`src/rtl/mss_pkg.sv`:
```
package mss_pkg;
  localparam int OP_W = 3;

  typedef enum logic [OP_W-1:0] {
    OP_RUN          = 3'd0,
    OP_LOOP_N       = 3'd1,
    OP_LOOP_FOREVER = 3'd2,
    OP_IF_MATCH     = 3'd3,
    OP_WAIT_TRIG    = 3'd4,
    OP_HALT         = 3'd5
  } op_e;

  typedef enum logic [1:0] {
    ST_IDLE,
    ST_DECODE,
    ST_BLOCK,
    ST_WAIT
  } state_e;
endpackage

```
`src/rtl/mss_site_engine.sv`:
```
module mss_site_engine import mss_pkg::*; #(
  parameter int ADDR_W = 16,
  parameter int LEN_W  = 12,
  parameter int ARG_W  = 12,
  parameter int PC_W   = 8
) (
  input  logic                                  clk_i,
  input  logic                                  rst_ni,
  input  logic                                  tick_i,
  input  logic                                  start_i,
  input  logic                                  stop_i,
  input  logic                                  trig_i,
  input  logic                                  match_vld_i,
  input  logic                                  match_i,
  input  logic [OP_W+ADDR_W+LEN_W+ARG_W-1:0]    instr_i,
  output logic [PC_W-1:0]                       pc_o,
  output logic [ADDR_W-1:0]                     vaddr_o,
  output logic                                  vec_vld_o,
  output logic                                  done_o,
  output logic                                  busy_wait_o,
  output logic                                  active_o
);
  localparam int INSTR_W = OP_W + ADDR_W + LEN_W + ARG_W;

  op_e               op;
  logic [ADDR_W-1:0] f_start;
  logic [LEN_W-1:0]  f_len;
  logic [ARG_W-1:0]  f_arg;
  logic [PC_W-1:0]   f_tgt;

  assign op      = op_e'(instr_i[INSTR_W-1 -: OP_W]);
  assign f_start = instr_i[LEN_W+ARG_W +: ADDR_W];
  assign f_len   = instr_i[ARG_W +: LEN_W];
  assign f_arg   = instr_i[ARG_W-1:0];
  assign f_tgt   = f_arg[PC_W-1:0];

  state_e            st_q;
  logic [PC_W-1:0]   pc_q, nxt_pc_q;
  logic [ADDR_W-1:0] base_q, vaddr_q;
  logic [LEN_W-1:0]  len_q, idx_q;
  logic [ARG_W-1:0]  cnt_q;
  logic              fwd_q, stop_q, match_q, vld_q, done_q;

  logic              pass_end, stop_now;
  assign pass_end = (idx_q == len_q - 1'b1);
  assign stop_now = stop_q | stop_i;

  always_ff @(posedge clk_i or negedge rst_ni) begin
    if (!rst_ni) begin
      st_q     <= ST_IDLE;
      pc_q     <= '0;
      nxt_pc_q <= '0;
      base_q   <= '0;
      vaddr_q  <= '0;
      len_q    <= '0;
      idx_q    <= '0;
      cnt_q    <= '0;
      fwd_q    <= 1'b0;
      stop_q   <= 1'b0;
      match_q  <= 1'b0;
      vld_q    <= 1'b0;
      done_q   <= 1'b0;
    end else begin
      vld_q  <= 1'b0;
      done_q <= 1'b0;
      if (match_vld_i) match_q <= match_i;
      unique case (st_q)
        ST_IDLE: begin
          if (start_i) begin
            pc_q   <= '0;
            stop_q <= 1'b0;
            st_q   <= ST_DECODE;
          end
        end
        ST_DECODE: begin
          if (tick_i) begin
            // defaults for any block entry
            base_q   <= f_start;
            len_q    <= f_len;
            idx_q    <= '0;
            cnt_q    <= ARG_W'(1);
            fwd_q    <= 1'b0;
            nxt_pc_q <= pc_q + 1'b1;
            case (op)
              OP_RUN: begin
                if (f_len != '0) st_q <= ST_BLOCK;
                else pc_q <= pc_q + 1'b1;
              end
              OP_LOOP_N: begin
                cnt_q <= f_arg;
                if (f_len != '0 && f_arg != '0) st_q <= ST_BLOCK;
                else pc_q <= pc_q + 1'b1;
              end
              OP_LOOP_FOREVER: begin
                fwd_q <= 1'b1;
                if (f_len != '0) st_q <= ST_BLOCK;
                else pc_q <= pc_q + 1'b1;
              end
              OP_IF_MATCH: begin
                nxt_pc_q <= f_tgt;
                if (!match_q) pc_q <= pc_q + 1'b1;
                else if (f_len != '0) st_q <= ST_BLOCK;
                else pc_q <= f_tgt;
              end
              OP_WAIT_TRIG: st_q <= ST_WAIT;
              default: begin
                st_q   <= ST_IDLE;
                done_q <= 1'b1;
              end
            endcase
          end
        end
        ST_BLOCK: begin
          if (fwd_q && stop_i) stop_q <= 1'b1;
          if (tick_i) begin
            vaddr_q <= base_q + ADDR_W'(idx_q);
            vld_q   <= 1'b1;
            if (pass_end) begin
              idx_q <= '0;
              if (fwd_q) begin
                if (stop_now) begin
                  st_q   <= ST_IDLE;
                  done_q <= 1'b1;
                end
              end else if (cnt_q == ARG_W'(1)) begin
                pc_q <= nxt_pc_q;
                st_q <= ST_DECODE;
              end else begin
                cnt_q <= cnt_q - 1'b1;
              end
            end else begin
              idx_q <= idx_q + 1'b1;
            end
          end
        end
        ST_WAIT: begin
          if (trig_i) begin
            pc_q <= pc_q + 1'b1;
            st_q <= ST_DECODE;
          end
        end
        default: st_q <= ST_IDLE;
      endcase
    end
  end

  assign pc_o        = pc_q;
  assign vaddr_o     = vaddr_q;
  assign vec_vld_o   = vld_q;
  assign done_o      = done_q;
  assign busy_wait_o = (st_q == ST_WAIT);
  assign active_o    = (st_q != ST_IDLE);
endmodule

```
`src/rtl/mss_site_route.sv`:
```
module mss_site_route #(
  parameter int N_SITES = 4,
  parameter int ADDR_W  = 16,
  parameter int PC_W    = 8
) (
  input  logic                             split_i,
  input  logic [N_SITES-1:0]               tick_i,
  input  logic [N_SITES-1:0]               start_i,
  input  logic [N_SITES-1:0]               stop_i,
  input  logic [N_SITES-1:0]               trig_i,
  input  logic [N_SITES-1:0]               mvld_i,
  input  logic [N_SITES-1:0]               match_i,
  output logic [N_SITES-1:0]               e_tick_o,
  output logic [N_SITES-1:0]               e_start_o,
  output logic [N_SITES-1:0]               e_stop_o,
  output logic [N_SITES-1:0]               e_trig_o,
  output logic [N_SITES-1:0]               e_mvld_o,
  output logic [N_SITES-1:0]               e_match_o,
  input  logic [N_SITES-1:0][PC_W-1:0]     e_pc_i,
  input  logic [N_SITES-1:0][ADDR_W-1:0]   e_vaddr_i,
  input  logic [N_SITES-1:0]               e_vld_i,
  input  logic [N_SITES-1:0]               e_done_i,
  input  logic [N_SITES-1:0]               e_wait_i,
  input  logic [N_SITES-1:0]               e_act_i,
  output logic [N_SITES-1:0][PC_W-1:0]     iaddr_o,
  output logic [N_SITES-1:0][ADDR_W-1:0]   vaddr_o,
  output logic [N_SITES-1:0]               vld_o,
  output logic [N_SITES-1:0]               done_o,
  output logic [N_SITES-1:0]               wait_o,
  output logic [N_SITES-1:0]               act_o
);
  for (genvar s = 0; s < N_SITES; s++) begin : g_site
    if (s == 0) begin : g_lead
      assign e_tick_o[s]  = tick_i[s];
      assign e_start_o[s] = start_i[s];
      assign e_stop_o[s]  = stop_i[s];
      assign e_trig_o[s]  = trig_i[s];
      assign e_mvld_o[s]  = mvld_i[s];
      assign e_match_o[s] = match_i[s];
    end else begin : g_follow
      // engines 1..N-1 are parked in single-site mode
      assign e_tick_o[s]  = split_i & tick_i[s];
      assign e_start_o[s] = split_i & start_i[s];
      assign e_stop_o[s]  = split_i & stop_i[s];
      assign e_trig_o[s]  = split_i & trig_i[s];
      assign e_mvld_o[s]  = split_i & mvld_i[s];
      assign e_match_o[s] = match_i[s];
    end
    assign iaddr_o[s] = split_i ? e_pc_i[s]    : e_pc_i[0];
    assign vaddr_o[s] = split_i ? e_vaddr_i[s] : e_vaddr_i[0];
    assign vld_o[s]   = split_i ? e_vld_i[s]   : e_vld_i[0];
    assign done_o[s]  = split_i ? e_done_i[s]  : e_done_i[0];
    assign wait_o[s]  = split_i ? e_wait_i[s]  : e_wait_i[0];
    assign act_o[s]   = split_i ? e_act_i[s]   : e_act_i[0];
  end
endmodule

```
`src/rtl/multi_site_seq.sv`:
```
module multi_site_seq import mss_pkg::*; #(
  parameter int N_SITES = 4,
  parameter int ADDR_W  = 16,
  parameter int LEN_W   = 12,
  parameter int ARG_W   = 12,
  parameter int PC_W    = 8
) (
  input  logic                                                 clk_i,
  input  logic                                                 rst_ni,
  input  logic                                                 split_i,
  input  logic [N_SITES-1:0]                                   tick_i,
  input  logic [N_SITES-1:0]                                   start_i,
  input  logic [N_SITES-1:0]                                   stop_i,
  input  logic [N_SITES-1:0]                                   trig_i,
  input  logic [N_SITES-1:0]                                   match_vld_i,
  input  logic [N_SITES-1:0]                                   match_i,
  output logic [N_SITES-1:0][PC_W-1:0]                         iaddr_o,
  input  logic [N_SITES-1:0][OP_W+ADDR_W+LEN_W+ARG_W-1:0]      idata_i,
  output logic [N_SITES-1:0][ADDR_W-1:0]                       vaddr_o,
  output logic [N_SITES-1:0]                                   vec_vld_o,
  output logic [N_SITES-1:0]                                   done_o,
  output logic [N_SITES-1:0]                                   busy_wait_o,
  output logic [N_SITES-1:0]                                   active_o
);
  logic [N_SITES-1:0]             e_tick, e_start, e_stop, e_trig, e_mvld, e_match;
  logic [N_SITES-1:0][PC_W-1:0]   e_pc;
  logic [N_SITES-1:0][ADDR_W-1:0] e_vaddr;
  logic [N_SITES-1:0]             e_vld, e_done, e_wait, e_act;

  for (genvar s = 0; s < N_SITES; s++) begin : g_eng
    mss_site_engine #(
      .ADDR_W(ADDR_W), .LEN_W(LEN_W), .ARG_W(ARG_W), .PC_W(PC_W)
    ) u_eng (
      .clk_i       (clk_i),
      .rst_ni      (rst_ni),
      .tick_i      (e_tick[s]),
      .start_i     (e_start[s]),
      .stop_i      (e_stop[s]),
      .trig_i      (e_trig[s]),
      .match_vld_i (e_mvld[s]),
      .match_i     (e_match[s]),
      .instr_i     (idata_i[s]),
      .pc_o        (e_pc[s]),
      .vaddr_o     (e_vaddr[s]),
      .vec_vld_o   (e_vld[s]),
      .done_o      (e_done[s]),
      .busy_wait_o (e_wait[s]),
      .active_o    (e_act[s])
    );
  end

  mss_site_route #(
    .N_SITES(N_SITES), .ADDR_W(ADDR_W), .PC_W(PC_W)
  ) u_route (
    .split_i   (split_i),
    .tick_i    (tick_i),
    .start_i   (start_i),
    .stop_i    (stop_i),
    .trig_i    (trig_i),
    .mvld_i    (match_vld_i),
    .match_i   (match_i),
    .e_tick_o  (e_tick),
    .e_start_o (e_start),
    .e_stop_o  (e_stop),
    .e_trig_o  (e_trig),
    .e_mvld_o  (e_mvld),
    .e_match_o (e_match),
    .e_pc_i    (e_pc),
    .e_vaddr_i (e_vaddr),
    .e_vld_i   (e_vld),
    .e_done_i  (e_done),
    .e_wait_i  (e_wait),
    .e_act_i   (e_act),
    .iaddr_o   (iaddr_o),
    .vaddr_o   (vaddr_o),
    .vld_o     (vec_vld_o),
    .done_o    (done_o),
    .wait_o    (busy_wait_o),
    .act_o     (active_o)
  );
endmodule

```
`config.mk`:
```
export PLATFORM = sky130hd
export DESIGN_NAME = multi_site_seq
export DESIGN_NICKNAME = d
export VERILOG_FILES = /design/src/rtl/mss_pkg.sv /design/src/rtl/mss_site_engine.sv /design/src/rtl/mss_site_route.sv /design/src/rtl/multi_site_seq.sv
export SDC_FILE = /design/constraint.sdc
export NUM_CORES = 1
export LEC_CHECK = 0
export CAP_MARGIN = 10
export CORE_MARGIN = 4
export CORE_UTILIZATION = 30
export CTS_BUF_LIST = sky130_fd_sc_hd__clkbuf_8
export CTS_CLUSTER_DIAMETER = 200
export CTS_CLUSTER_SIZE = 30
export DETAILED_ROUTE_END_ITERATION = 16
export SLEW_MARGIN = 20
export SYNTH_ARGS = -nofsm -noshare
export SYNTH_HDL_FRONTEND = slang
export SYNTH_HIERARCHICAL = 1
export SYNTH_SLANG_ARGS = --single-unit
```
`constraint.sdc`:
```
create_clock -name clk_i -period 5.9 [get_ports clk_i]
set_input_delay 0.59 -clock clk_i [delete_from_list [all_inputs] [get_ports clk_i]]
set_output_delay 0.59 -clock clk_i [all_outputs]
set_load 0.03 [all_outputs]
```
==> flow_summary.rst <==
.. list-table::
   :header-rows: 1

   * - Metric
     - Value
   * - Number of global-route vias before repair
     - between 15000 and 20000
   * - Source-to-sink clock delay at the later pin of the worst-skew pair
     - 0.65 ns
   * - Die area
     - 85900 µm²
   * - Asr flop ratio synth
     - 1.00
   * - Synthesized cell area
     - 24400 µm²
   * - Setup crit start kind
     - flip-flop
   * - Maximum level of the CTS H-tree
     - 1
   * - Primary FF master, synth
     - sky130_fd_sc_hd__dfrtp_1
   * - Final-stage net count
     - 3012
   * - Initial core utilization
     - 0.303
   * - Buffer depth of the longest clock path
     - 3
   * - Setup-violating endpoint count in the final report
     - 0
   * - Skew final
     - 0.0686 ns
   * - Count of max-cap constraint violations
     - 0
   * - Cell row count
     - 104
   * - Post-Synthesis Mean Instance Area
     - 9.69 µm²
   * - PwrDens
     - 419 nW/µm²
   * - Largest delay contributor family on the critical path
     - compound AO/OA/AOI/OAI gates
   * - Die height
     - 293 µm
   * - Floorplan core area
     - 80500 µm²
   * - Crit. End Element
     - flip-flop
   * - Final worst path period share
     - 0.639
   * - Net Count, Synth
     - 2805
   * - Status
     - finished, final reports clean
   * - Data required time at the worst endpoint
     - approximately 6.5 ns
   * - Final weighted congestion in routability-driven placement
     - 0.856
   * - Cts bufs inserted
     - 16
   * - Final count of hold timing violations
     - 0
   * - Slew at the pin with the worst max-slew slack
     - 1.15 ns
   * - Slew Limit Headroom
     - 0.226
   * - Cell at the root of the clock tree
     - sky130_fd_sc_hd__clkbuf_8
   * - Leakage
     - 0.0122 µW
   * - Buffers plus inverters on the worst setup path
     - 0
   * - Placed cell area
     - 28200 µm²
   * - Post-Layout Inst Area
     - 28400 µm²
   * - Unrepaired setup endpoints after global routing
     - no
   * - Total power after layout
     - 11900 µW
   * - Number of antenna violations at the first check in global routing
     - 11
   * - Number of enable-type register cells in the synthesized netlist
     - 0
   * - Clock tree from TritonCTS
     - built
   * - Hold slack
     - between 0.4 and 0.5 ns
   * - Portion of the post-synthesis area used by sequential elements
     - 0.374
   * - Final TNS setup
     - 0 ns
   * - Synthesis-stage register bit count
     - around 360
   * - I/O pin total
     - roughly 310
   * - Cell breakdown of the critical path
     - or4_4, or3_4, a2111oi_4, o211ai_2, o31ai_2, nor2_1, mux2_2
   * - Category of the most critical setup path
     - flip-flop to flip-flop
   * - Hold WC Path Type
     - input port to asynchronous set/reset pin
   * - Total iterations of the first detailed-routing run
     - 6
   * - Total number of clock tree sinks
     - 364
   * - Pins Over Slew Limit
     - 0
   * - Fraction of final layout cells sized beyond drive strength 1
     - 0.117
   * - Clock slew seen by the registers of the worst setup and hold paths
     - 0.19 ns
   * - Count of distinct cell types in the synthesized netlist
     - just under 100
   * - Mean number of vias per cell
     - 5.24
   * - Post-Route WL
     - 79500 µm
   * - Peak per-stage delay on the critical path
     - slightly above 0.8 ns
   * - Synthesis-to-finish area growth
     - 16.7%
   * - Yosys warning total
     - 6
   * - Number of gates on the worst path with buffers counted
     - 7
   * - HPWL after DPL
     - 59800 µm
   * - Port-buffer cells
     - 310
   * - Arrival time reported for the critical path endpoint
     - 4.33 ns
   * - Maximum clock rate
     - 0.265 GHz
   * - Detailed router's first-iteration violation count
     - 1424
   * - Wire length of the first global-routing pass
     - 120000 µm
   * - Gate count of the mapped netlist
     - 2514
   * - Largest net degree at the start of global routing
     - 150
   * - Number of antenna-violating nets in the routed design
     - 0
   * - Slowest cell on crit path
     - sky130_fd_sc_hd__o31ai_2
   * - Gr ovfl total
     - 0
   * - Time the final worst path needs with I/O delays and setup
     - approximately 3.8 ns
   * - Total number of vias
     - about 20000
   * - Maximum VDD drop
     - between 0.2 and 0.25 mV
   * - Worst reg-to-reg path cell count
     - 7
   * - Global-route usage over all layers
     - 0.178
   * - Die extent in x
     - 293 µm
   * - Critical path fanouts, max
     - 13
   * - Remaining DRCs
     - 0
   * - Post-CTS setup repair buffer count
     - 0
   * - Wirelength per Cell
     - 21.0 µm
## power by group
part | switching [µW] | total [µW] | internal, µW
logic | 3280 | 6060 | 2780
clock network | 850 | 1120 | 273
registers | 1330 | 4740 | 3410
total | 5460 | 11900 | 6460
## cells in the mapped netlist (all sizes together), types with 7 or more instances
cell type    n  share of area
o21ai      198          0.041
a211oi      14         0.0045
xnor2       82          0.029
o22ai       14         0.0036
dfrtp      364           0.37
a21oi       81          0.017
a31oi       31         0.0087
ha          88          0.045
a22oi       17         0.0052
or2          8         0.0021
nor4        60          0.020
nand4       21         0.0056
or4         13         0.0049
o41ai        8         0.0029
mux2i       33          0.014
nor4b        7         0.0033
o211ai      15         0.0050
buf         73          0.023
nor2b       33         0.0085
nand3b       9         0.0028
nor3        59          0.013
a21o        18         0.0055
nand3       73          0.016
xor2        56          0.020
mux2       251           0.13
or3         19         0.0052
a21boi       8         0.0025
a211o        9         0.0032
nor2       178          0.028
inv        110          0.017
nand2      229          0.035
o2111ai      9         0.0032
o21a        16         0.0049
nand2b      22         0.0056
nor3b       11         0.0034
o31ai       16         0.0068
clkbuf      67          0.010
a22o        17         0.0061
and2        26         0.0067
and3        35         0.0090
a221oi       8         0.0034
a222oi      25          0.010
o311ai       9         0.0032
## state kept, by name, indices dropped and copies added (netlist names)
register / flops
g_eng.u_eng/fwd_q: 4
g_eng.u_eng/len_q: 48
g_eng.u_eng/st_q: 8
g_eng.u_eng/vec_vld_o: 4
g_eng.u_eng/pc_o: 32
g_eng.u_eng/nxt_pc_q: 32
g_eng.u_eng/stop_q: 4
g_eng.u_eng/base_q: 64
g_eng.u_eng/vaddr_o: 64
g_eng.u_eng/done_o: 4
g_eng.u_eng/match_q: 4
g_eng.u_eng/idx_q: 48
g_eng.u_eng/cnt_q: 48
## final cells by class
type                    count  area (µm²)
clock buffers              17         234
diodes                      5        12.5
fillers                  8110       52100
well taps                1060        1330
repair buffers            329        3280
multi-input cells        1899       14000
flip-flops and latches    364        9110
clock inverters             1        30.0
inverters                 111         417
## worst register-to-register path: cells and delay by family, from the launching register on
| family | cells | cell delay, ns |
|---|---|---|
| multiplexers | 1 | 0.37 |
| AO/OA/AOI/OAI | 3 | 1.42 |
| flip-flops | 1 | 0.54 |
| AND/OR/NAND/NOR | 3 | 1.35 |
## cell usage in the layout, fill, tap and decap left out, types with 23 or more instances in the layout
master,count
sky130_fd_sc_hd__mux2_1,23
sky130_fd_sc_hd__nand2_1,228
sky130_fd_sc_hd__xnor2_1,82
sky130_fd_sc_hd__a21oi_1,80
sky130_fd_sc_hd__clkdlybuf4s50_1,308
sky130_fd_sc_hd__a31oi_1,28
sky130_fd_sc_hd__mux2_2,144
sky130_fd_sc_hd__and2_1,26
sky130_fd_sc_hd__xor2_1,56
sky130_fd_sc_hd__nor4_1,50
sky130_fd_sc_hd__and3_1,35
sky130_fd_sc_hd__mux2_4,84
sky130_fd_sc_hd__nand3_1,70
sky130_fd_sc_hd__nor2_1,177
sky130_fd_sc_hd__nor2b_1,33
sky130_fd_sc_hd__inv_1,110
sky130_fd_sc_hd__dfrtp_1,364
sky130_fd_sc_hd__ha_1,88
sky130_fd_sc_hd__o21ai_0,175
sky130_fd_sc_hd__a222oi_1,25
sky130_fd_sc_hd__mux2i_1,33
sky130_fd_sc_hd__nor3_1,57
## through the flow
stage / setup slack, ns / std cells / util
final: 2.13 / 3786 / 0.353
after global routing: 1.88 / 3784 / 0.353
after CTS: 2.09 / 3781 / 0.353
after detailed placement: 2.12 / 3762 / 0.350
after global placement: 2.18 / 3762 / 0.350
after floorplan: 2.90 / 2514 / -
## cells by family (layout without fill, tap and decap cells)
| logic type | after synthesis | count (layout) | synth area share |
|---|---|---|---|
| AND/OR/NAND/NOR | 819 | 819 | 0.175 |
| AO/OA/AOI/OAI | 563 | 563 | 0.158 |
| flip-flops | 364 | 364 | 0.374 |
| multiplexers | 284 | 284 | 0.142 |
| buffers and inverters | 251 | 458 | 0.0503 |
| XOR/XNOR | 141 | 141 | 0.0524 |
| adder cells (fa/ha/maj) | 92 | 92 | 0.0485 |
| other | 0 | 5 | 0 |
## final timing paths
check                                          start                         to  slack, ns
max in group asynchronous                     rst_ni    g_eng[2].u_eng/idx_q[5]       4.02
setup reg to reg             g_eng[3].u_eng/len_q[6]    g_eng[3].u_eng/idx_q[0]       2.13
setup / recovery             g_eng[3].u_eng/len_q[6]    g_eng[3].u_eng/idx_q[0]       2.13
hold / removal                                rst_ni   g_eng[1].u_eng/cnt_q[11]       0.48
min in group clk_i         g_eng[2].u_eng/vaddr_o[1]  g_eng[2].u_eng/vaddr_o[1]       0.51
hold reg to reg            g_eng[2].u_eng/vaddr_o[1]  g_eng[2].u_eng/vaddr_o[1]       0.51
## per-layer routing
metal | global-route usage | wire length [µm] | vias to the layer above
li1 | - | - | 9534
met1 | 0.252 | 37100 | 9672
met2 | 0.280 | 35300 | 530
met3 | 0.0278 | 4530 | 96
met4 | 0.0567 | 2510 | 4
met5 | 0 | 28 | -
## timing repair
| item | in CTS | in global routing |
|---|---|---|
| resized for setup | 0 | 0 |
| endpoints found under the hold margin | 71 | 0 |
| hold buffers | 1 | 0 |
Power figures use the tool's default switching activity.
